--- src/rtl/cursor_ovl_pkg.sv ---
package cursor_ovl_pkg;
  localparam int unsigned ADDR_W  = 12;
  localparam int unsigned DATA_W  = 32;
  localparam int unsigned COORD_W = 16;

  localparam logic [ADDR_W-1:0] OFS_MISC = 12'h818;
  localparam logic [ADDR_W-1:0] OFS_POS  = 12'h8FC;
  localparam logic [ADDR_W-1:0] OFS_MASK = 12'h900;
  localparam logic [ADDR_W-1:0] OFS_PAT  = 12'h980;

  localparam logic [DATA_W-1:0]  MISC_FORCE = 32'h0200_0000;
  localparam logic [COORD_W-1:0] PARK_POS   = 16'hF000;

  typedef enum logic [1:0] {
    SEL_BASE = 2'd0,
    SEL_LO   = 2'd1,
    SEL_HI   = 2'd2
  } pix_sel_e;
endpackage

--- src/rtl/cursor_regbank.sv ---
module cursor_regbank
  import cursor_ovl_pkg::*;
#(
  parameter int unsigned DIM = 32
) (
  input  logic                         clk,
  input  logic                         rst_n,
  input  logic                         wr_en,
  input  logic [ADDR_W-1:0]            addr,
  input  logic [DATA_W-1:0]            wdata,
  output logic [DATA_W-1:0]            rdata,
  output logic [COORD_W-1:0]           cur_x,
  output logic [COORD_W-1:0]           cur_y,
  output logic [DIM-1:0][DIM-1:0]      mask_rows,
  output logic [DIM-1:0][DIM-1:0]      pat_rows
);
  localparam int unsigned WADDR_W = ADDR_W - 2;
  localparam logic [WADDR_W-1:0] W_POS  = OFS_POS[ADDR_W-1:2];
  localparam logic [WADDR_W-1:0] W_MISC = OFS_MISC[ADDR_W-1:2];
  localparam logic [WADDR_W-1:0] W_MASK = OFS_MASK[ADDR_W-1:2];
  localparam logic [WADDR_W-1:0] W_PAT  = OFS_PAT[ADDR_W-1:2];

  logic [WADDR_W-1:0] waddr;
  assign waddr = addr[ADDR_W-1:2];

  logic               pos_en, misc_en;
  logic [COORD_W-1:0] x_nxt, y_nxt;
  logic [DATA_W-1:0]  misc_q, misc_nxt;

  always_comb begin
    pos_en   = wr_en && (waddr == W_POS);
    misc_en  = wr_en && (waddr == W_MISC);
    x_nxt    = wdata[31:16];
    y_nxt    = wdata[15:0];
    misc_nxt = wdata;
  end

  always_ff @(posedge clk or negedge rst_n) begin
    if (!rst_n) begin
      cur_x <= PARK_POS;
      cur_y <= PARK_POS;
    end else if (pos_en) begin
      cur_x <= x_nxt;
      cur_y <= y_nxt;
    end
  end

  always_ff @(posedge clk or negedge rst_n) begin
    if (!rst_n)       misc_q <= '0;
    else if (misc_en) misc_q <= misc_nxt;
  end

  for (genvar r = 0; r < DIM; r++) begin : g_row
    logic mask_en, pat_en;
    logic [DIM-1:0] row_nxt;
    always_comb begin
      mask_en = wr_en && (waddr == W_MASK + WADDR_W'(r));
      pat_en  = wr_en && (waddr == W_PAT + WADDR_W'(r));
      row_nxt = wdata[DATA_W-1 -: DIM];
    end
    always_ff @(posedge clk or negedge rst_n) begin
      if (!rst_n)       mask_rows[r] <= '0;
      else if (mask_en) mask_rows[r] <= row_nxt;
    end
    always_ff @(posedge clk or negedge rst_n) begin
      if (!rst_n)      pat_rows[r] <= '0;
      else if (pat_en) pat_rows[r] <= row_nxt;
    end
  end

  always_comb begin
    if (waddr == W_MISC) rdata = misc_q | MISC_FORCE;
    else                 rdata = '0;
  end
endmodule

--- src/rtl/cursor_window.sv ---
module cursor_window
  import cursor_ovl_pkg::*;
#(
  parameter int unsigned DIM = 32
) (
  input  logic [COORD_W-1:0]       pix_x,
  input  logic [COORD_W-1:0]       pix_y,
  input  logic [COORD_W-1:0]       cur_x,
  input  logic [COORD_W-1:0]       cur_y,
  input  logic [COORD_W-1:0]       scr_width,
  input  logic [COORD_W-1:0]       scr_height,
  input  logic [DIM-1:0][DIM-1:0]  mask_rows,
  input  logic [DIM-1:0][DIM-1:0]  pat_rows,
  output pix_sel_e                 sel
);
  localparam int unsigned IDX_W = (DIM > 1) ? $clog2(DIM) : 1;
  localparam int unsigned EXT_W = COORD_W + 1;
  localparam logic [EXT_W-1:0] DIM_EXT = EXT_W'(DIM);
  localparam logic [IDX_W-1:0] LAST    = IDX_W'(DIM - 1);

  logic [EXT_W-1:0] dx, dy;
  logic             in_x, in_y, on_screen;
  logic [IDX_W-1:0] row, col, bit_idx;
  logic [DIM-1:0]   mrow, prow;
  logic             mbit, pbit;

  always_comb begin
    dx        = {1'b0, pix_x} - {1'b0, cur_x};
    dy        = {1'b0, pix_y} - {1'b0, cur_y};
    in_x      = (pix_x >= cur_x) && (dx < DIM_EXT);
    in_y      = (pix_y >= cur_y) && (dy < DIM_EXT);
    on_screen = (pix_x < scr_width) && (pix_y < scr_height);
    row       = dy[IDX_W-1:0];
    col       = dx[IDX_W-1:0];
    bit_idx   = LAST - col;
    mrow      = mask_rows[row];
    prow      = pat_rows[row];
    mbit      = mrow[bit_idx];
    pbit      = prow[bit_idx];
    if (in_x && in_y && on_screen && mbit) sel = pbit ? SEL_HI : SEL_LO;
    else                                   sel = SEL_BASE;
  end
endmodule

--- src/rtl/cursor_outstage.sv ---
module cursor_outstage
  import cursor_ovl_pkg::*;
#(
  parameter int unsigned COLOR_W = 24
) (
  input  logic                clk,
  input  logic                rst_n,
  input  logic                in_valid,
  input  logic [COORD_W-1:0]  in_x,
  input  logic [COORD_W-1:0]  in_y,
  input  logic [COLOR_W-1:0]  in_color,
  input  logic [COLOR_W-1:0]  col_lo,
  input  logic [COLOR_W-1:0]  col_hi,
  input  pix_sel_e            sel,
  output logic                out_valid,
  output logic [COORD_W-1:0]  out_x,
  output logic [COORD_W-1:0]  out_y,
  output logic [COLOR_W-1:0]  out_color
);
  logic [COLOR_W-1:0] color_nxt;

  always_comb begin
    unique case (sel)
      SEL_LO:  color_nxt = col_lo;
      SEL_HI:  color_nxt = col_hi;
      default: color_nxt = in_color;
    endcase
  end

  always_ff @(posedge clk or negedge rst_n) begin
    if (!rst_n) out_valid <= 1'b0;
    else        out_valid <= in_valid;
  end

  always_ff @(posedge clk or negedge rst_n) begin
    if (!rst_n) begin
      out_x     <= '0;
      out_y     <= '0;
      out_color <= '0;
    end else if (in_valid) begin
      out_x     <= in_x;
      out_y     <= in_y;
      out_color <= color_nxt;
    end
  end
endmodule

--- src/rtl/cursor_overlay.sv ---
module cursor_overlay
  import cursor_ovl_pkg::*;
#(
  parameter int unsigned COLOR_W = 24,
  parameter int unsigned DIM     = 32
) (
  input  logic                clk,
  input  logic                rst_n,
  input  logic                reg_wr,
  input  logic [11:0]         reg_addr,
  input  logic [31:0]         reg_wdata,
  output logic [31:0]         reg_rdata,
  input  logic [15:0]         scr_width,
  input  logic [15:0]         scr_height,
  input  logic [COLOR_W-1:0]  col_lo,
  input  logic [COLOR_W-1:0]  col_hi,
  input  logic                pix_valid,
  input  logic [15:0]         pix_x,
  input  logic [15:0]         pix_y,
  input  logic [COLOR_W-1:0]  pix_color,
  output logic                out_valid,
  output logic [15:0]         out_x,
  output logic [15:0]         out_y,
  output logic [COLOR_W-1:0]  out_color
);
  logic [1:0] rst_sync_q;
  logic       rst_sync_n;

  always_ff @(posedge clk or negedge rst_n) begin
    if (!rst_n) rst_sync_q <= 2'b00;
    else        rst_sync_q <= {rst_sync_q[0], 1'b1};
  end
  assign rst_sync_n = rst_sync_q[1];

  logic [COORD_W-1:0]       cur_x, cur_y;
  logic [DIM-1:0][DIM-1:0]  mask_rows, pat_rows;
  pix_sel_e                 sel;

  cursor_regbank #(.DIM(DIM)) u_regs (
    .clk       (clk),
    .rst_n     (rst_sync_n),
    .wr_en     (reg_wr),
    .addr      (reg_addr),
    .wdata     (reg_wdata),
    .rdata     (reg_rdata),
    .cur_x     (cur_x),
    .cur_y     (cur_y),
    .mask_rows (mask_rows),
    .pat_rows  (pat_rows)
  );

  cursor_window #(.DIM(DIM)) u_win (
    .pix_x      (pix_x),
    .pix_y      (pix_y),
    .cur_x      (cur_x),
    .cur_y      (cur_y),
    .scr_width  (scr_width),
    .scr_height (scr_height),
    .mask_rows  (mask_rows),
    .pat_rows   (pat_rows),
    .sel        (sel)
  );

  cursor_outstage #(.COLOR_W(COLOR_W)) u_out (
    .clk       (clk),
    .rst_n     (rst_sync_n),
    .in_valid  (pix_valid),
    .in_x      (pix_x),
    .in_y      (pix_y),
    .in_color  (pix_color),
    .col_lo    (col_lo),
    .col_hi    (col_hi),
    .sel       (sel),
    .out_valid (out_valid),
    .out_x     (out_x),
    .out_y     (out_y),
    .out_color (out_color)
  );
endmodule

--- config.mk ---
export PLATFORM = sky130hd
export DESIGN_NAME = cursor_overlay
export DESIGN_NICKNAME = d
export VERILOG_FILES = /design/src/rtl/cursor_ovl_pkg.sv /design/src/rtl/cursor_regbank.sv /design/src/rtl/cursor_window.sv /design/src/rtl/cursor_outstage.sv /design/src/rtl/cursor_overlay.sv
export SDC_FILE = /design/constraint.sdc
export NUM_CORES = 2
export LEC_CHECK = 0
export ABC_AREA = 0
export BUFFER_PORTS_ARGS = -buffer_cell sky130_fd_sc_hd__buf_4
export CAP_MARGIN = 20
export CORE_MARGIN = 1.5
export CORE_UTILIZATION = 40
export CTS_BUF_LIST = sky130_fd_sc_hd__clkbuf_4
export CTS_CLUSTER_SIZE = 25
export DETAILED_ROUTE_END_ITERATION = 10
export MAX_ROUTING_LAYER = met4
export PLACE_DENSITY_LB_ADDON = 0.15
export SKIP_LAST_GASP = 1
export SLEW_MARGIN = 10
export SYNTH_ARGS = -nofsm -noshare
export SYNTH_HDL_FRONTEND = slang
export SYNTH_HIERARCHICAL = 1
export SYNTH_SLANG_ARGS = --single-unit
--- constraint.sdc ---
create_clock -name clk -period 77.2 [get_ports clk]
set_input_delay 23.16 -clock clk [delete_from_list [all_inputs] [get_ports clk]]
set_output_delay 23.16 -clock clk [all_outputs]
set_load 0.01 [all_outputs]
After elaboration in Yosys (flattened, before gate mapping)
Index checks and enable logic that the tools add are counted.
{"block": "totals", "reg_bits": 2171, "input_bits": 184, "out_inout_bits": 89, "wordCells": 235}
{"block": "op_classes", "addsub": 3, "order_cmp": 8, "eq_ne": 68, "n_mux": 12, "reduce_logical": 72}
{"cell": "10-bit equality test, second input constant", "n": 66}
{"cell": "32-bit binary-select mux with 5-bit select", "n": 2}
{"cell": "32-bit 2-to-1 mux", "n": 3}
{"cell": "1-bit logical AND", "n": 72}
{"cell": "24-bit case mux with 2 select lines", "n": 1}
{"cell": "17-bit by 6-bit < comparator with 1-bit output, second input constant", "n": 2}
{"cell": "16-bit by 16-bit subtractor with 17-bit output", "n": 2}
{"cell": "16-bit >= comparator", "n": 2}
{"cell": "16-bit < comparator", "n": 2}
{"cell": "5-bit by 6-bit < comparator with 1-bit output, second input constant", "n": 2}
{"cell": "1-bit binary-select mux with 5-bit select", "n": 2}
{"cell": "5-bit subtractor, first input constant", "n": 1}
{"cell": "2-bit 2-to-1 mux", "n": 2}
{"cell": "2-bit by 1-bit equality test with 1-bit output, second input constant", "n": 1}
{"cell": "2-bit equality test, second input constant", "n": 1}
{"cell": "1-bit 2-to-1 mux", "n": 2}

Longest topological paths before layout
{"block": "depth", "ltp_word": 9, "depth_mapped": 24, "mapped_depth_nobuf": 18}

Hierarchy
Netlist, hierarchy kept.
{"module": "cursor_regbank", "n_inst": 1, "cells_each": 4802, "area_per_inst_um2": 79491.2, "seq_area_each_um2": 52835.7}
{"module": "cursor_window", "n_inst": 1, "cells_each": 1705, "area_per_inst_um2": 19468.7, "seq_area_each_um2": 0.0}
{"module": "cursor_outstage", "n_inst": 1, "cells_each": 209, "area_per_inst_um2": 2802.7, "seq_area_each_um2": 1426.4}
{"module": "cursor_overlay", "n_inst": 1, "cells_each": 3, "area_per_inst_um2": 53.8, "seq_area_each_um2": 50.0}

Worst setup path after synthesis
No wires, ideal clock.
{"block": "synth_path", "path_kind": "input-to-output", "start": "input reg_addr[3]", "end": "output reg_rdata[21]", "arrival_ns": 24.383, "required_ns": 54.040, "setup_slack_ns": 29.657, "path_stages": 5, "path_buffers": 2, "path_cell_list": "clkbuf_1 and4bb_2 and3_1 clkbuf_1 and2_1"}
{"block": "synth_via", "elab_chain_len": 2}
{"element": "start, declared", "line_no": "cursor_overlay.sv:10", "source": "input logic [11:0] reg_addr,"}
{"element": "10-bit equality test", "line_no": "cursor_regbank.sv:72", "source": "if (waddr == W_MISC) rdata = misc_q | MISC_FORCE;"}
{"element": "32-bit 2-to-1 mux", "line_no": "cursor_regbank.sv:72"}
{"element": "end, declared", "line_no": "cursor_overlay.sv:12", "source": "output logic [31:0] reg_rdata,"}
Every way passes these cells.

Final worst setup path
{"block": "layout_path", "start": "input reg_addr[5]", "end": "output reg_rdata[22]"}
Same word-level chain as after synthesis.

==> flow_metrics.py <==
metrics = {
    "cts": {
        "cts_resized": 0,
        "cts_made_buffers": 615,
        "cts_sinks": 2170,
        "postCtsSetupBuffers": 0,
        "clock_latency_ns": 1.47,
        "ctsRootBufferMaster": "clkbuf_4",
        "cts_buffer_depth": 4,
        "h-tree-depth": 6,
        "clkTransAtPathRegs_ns": 0.06,
        "cts_tree": "done",
        "cts_hold_buf": 0,
    },
    "timing": {
        "hold_viol": 0,
        "slew_headroom_pct": 23.3,
        "maxSlewViolCount": 0,
        "clock.fmax_ghz": 0.0209,
        "setup_ws_ns": 29.25,
        "setup-violations-final": 0,
        "worst_clock_skew_ns": 0.155,
        "fin_crit_sh_pct": 62.1,
        "fin_tns_setup_ns": 0,
        "period_needed_ns": 47.95,
        "tightest_slew_ns": 1.13,
        "rsz0062_at_grt": "false",
    },
    "placed_design": {
        "dp.cells": 9858,
        "dp_slack_ns": 29.22,
        "routabilityCongestion": 0.834,
        "place_area_um2": 107000,
        "portBuffers": 270,
        "dp_hpwl_um": 176000,
    },
    "cells_and_area": {
        "syn_to_final_growth_pct": 12.3,
        "stdcell_area_um2": 114000,
        "final_cells": 10900,
        "post-route-util_pct": 45.1,
        "drive_gt1_share_pct": 51.9,
        "nets": 7363,
        "fillCellCount": 22900,
    },
    "logic_synthesis": {
        "synth.avg_cell_area_um2": 15.2,
        "synth_most_common_cell": "dfrtp_1",
        "ys.flop_type": "dfrtp_1",
        "synth-seq-cells": 2170,
        "async_flop_share_pct": 100,
        "synth_area_leader_cell": "dfrtp_1",
        "syn_nets": 6969,
        "synthCells": 6719,
        "synth.yosys.seq_area_share_pct": 53.3,
        "yosysTopAreaCellShare_pct": 53.1,
        "synth_edf_count": 0,
        "yosys-top-cells-count": "dfrtp_1 (2162), mux2_2 (1813), mux4_2 (551)",
        "synth_area_leaders": "dfrtp_1 (53%), mux2_2 (20%), mux4_2 (12%), mux2_1 (3.3%), buf_2 (1.1%)",
        "ys_types": 88,
        "synth.cell_area_um2": 102000,
        "yosys_warnings": 6,
    },
    "floorplanning": {
        "die_y_um": 508,
        "die_w_um": 508,
        "start_util_pct": 40.1,
        "fp-row-count": 185,
        "design.core.area_um2": 254000,
        "design.die.area_um2": 258000,
        "pin_count": 273,
    },
    "power": {
        "p_leak_uw": 0.0562,
        "clockPowerShare_pct": 43.8,
        "power_density_nw_per_um2": 21.0,
        "combPwrFrac_pct": 7.5,
        "intPower_uw": 1780,
        "p_sw_uw": 618,
        "pwr-share-seq_pct": 48.6,
        "ir_drop_uv": 18.4,
        "netSwitchingFraction_pct": 25.8,
    },
    "worst_hold_path": {
        "hold_path.class": "reg2async",
    },
    "drt": {
        "wl_per_cell_um": 29.0,
        "ant_nets": 0,
        "drc": 0,
        "wl_um": 316000,
        "via_per_inst": 5.70,
        "vias": 62200,
        "drt_iter0_markers": 4244,
        "first_pass_iters": 5,
    },
    "critical_path": {
        "r2r-end": "u_out/out_color[5]",
        "critical_path_required_ns": 54.04,
        "criticalPathCategory": "in2out",
        "cp_data_arrival_time_ns": 24.79,
        "r2r_slack_ns": 67.86,
        "r2r-start": "u_regs/cur_y[0]",
        "critical_path.max_fanout": 32,
        "reg2regPathDepth": 21,
        "start_kind": "input port",
        "end_kind": "output pin",
    },
    "global_routing": {
        "grt_util_all_layers_pct": 25.3,
        "grt_pass1_wl_um": 461000,
        "grt_max_degree": 183,
        "grt-ovfl-total": 0,
        "antenna_found_initial": 19,
        "grt_pass1_vias": 65400,
    },
    "outcome": {
        "status": "complete, no violations",
    },
    "job": {
        "max_cap_viol_count": 0,
    },
}
-- registers in the layout, indices dropped and copies added, names as in the netlist --
name,flops
u_regs/mask_rows,1024
u_regs/pat_rows,1024
u_regs/misc_q,31
u_out/out_color,24
u_out/out_x,16
u_out/out_y,16
u_regs/cur_x,16
u_regs/cur_y,16
rst_sync_q,2
u_out/out_valid,1
-- critical path: stages --
cell and delay, ns:
buf_4 0.17, and4bb_2 0.51, and3_1 0.22, buf_4 0.33, and2_1 0.21, buf_4 0.12
-- power by group through the flow --
stage	clock network [uW]	logic, uW	registers (uW)
after CTS	1090	182	1170
final	1050	181	1170
after global placement	0	179	1190
after detailed placement	0	182	1190
after floorplan	0	92.7	1210
after global routing	1150	194	1170
-- how the worst max path moves through the flow --
stage / slack (ns) / to / start
after global routing: 29.17 / reg_rdata[5] / reg_addr[5]
after global placement: 29.27 / reg_rdata[6] / reg_addr[5]
after CTS: 29.21 / reg_rdata[22] / reg_addr[5]
after floorplan: 12.25 / u_out/out_color[0] / rst_sync_q[1]
final: 29.25 / reg_rdata[22] / reg_addr[5]
after detailed placement: 29.22 / reg_rdata[22] / reg_addr[5]
-- layout by cell type (no fill, tap or decap), types with 24 or more instances in the layout --
master and instances:
a21oi_1 57, a31oi_1 30, and2_1 43, buf_4 422, clkbuf_4 906, clkinv_1 81, dfrtp_1 2161, ha_1 63
inv_1 105, mux2_1 302, mux2_2 1813, mux2_4 31, mux2i_1 49, mux4_2 551, nand2_1 263, nand3_1 69
nand4_1 24, nor2_1 43, o21ai_0 47, o22ai_1 34
-- per-layer routing --
metal / GRT usage, % / vias up / share of wire, %
met1: 33.8 / 33800 / 44
met4: 7.46 / 0 / 2.5
met2: 39.5 / 1833 / 47
li1: - / 26000 / -
met3: 4.51 / 479 / 5.6
met5: - / - / 0
-- kinds of logic (layout without fill, tap and decap cells) --
group                    count (synthesis)  after routing  share of synthesized area, %
AO/OA/AOI/OAI                          323            323                          2.30
buffers and inverters                  766           1568                          3.57
flip-flops                            2170           2170                          53.3
other                                    1             12                       0.00368
adder cells (fa/ha/maj)                 66             66                         0.826
XOR/XNOR                                16             16                         0.156
AND/OR/NAND/NOR                        625            625                          3.13
multiplexers                          2752           2752                          36.7
-- metrics by stage --
stage,power [uW],hold WS (ns)
finish,2400,0.321
global route,2510,0.357
CTS,2440,0.355
detailed placement,1370,0.336
global placement,1370,0.335
floorplan,1300,0.331
-- layout make-up --
class	instances	area [um^2]	share of cell area, %
Sequential cell	2170	54300	47.5
Multi-Input combinational cell	3783	44300	38.8
Clock buffer	906	6800	5.95
Tap cell	3366	4210	3.68
Timing Repair Buffer	437	3500	3.06
Clock inverter	119	737	0.645
Inverter	106	398	0.348
Antenna cell	11	27.5	0.0241
(Power assumes the default switching activity.)
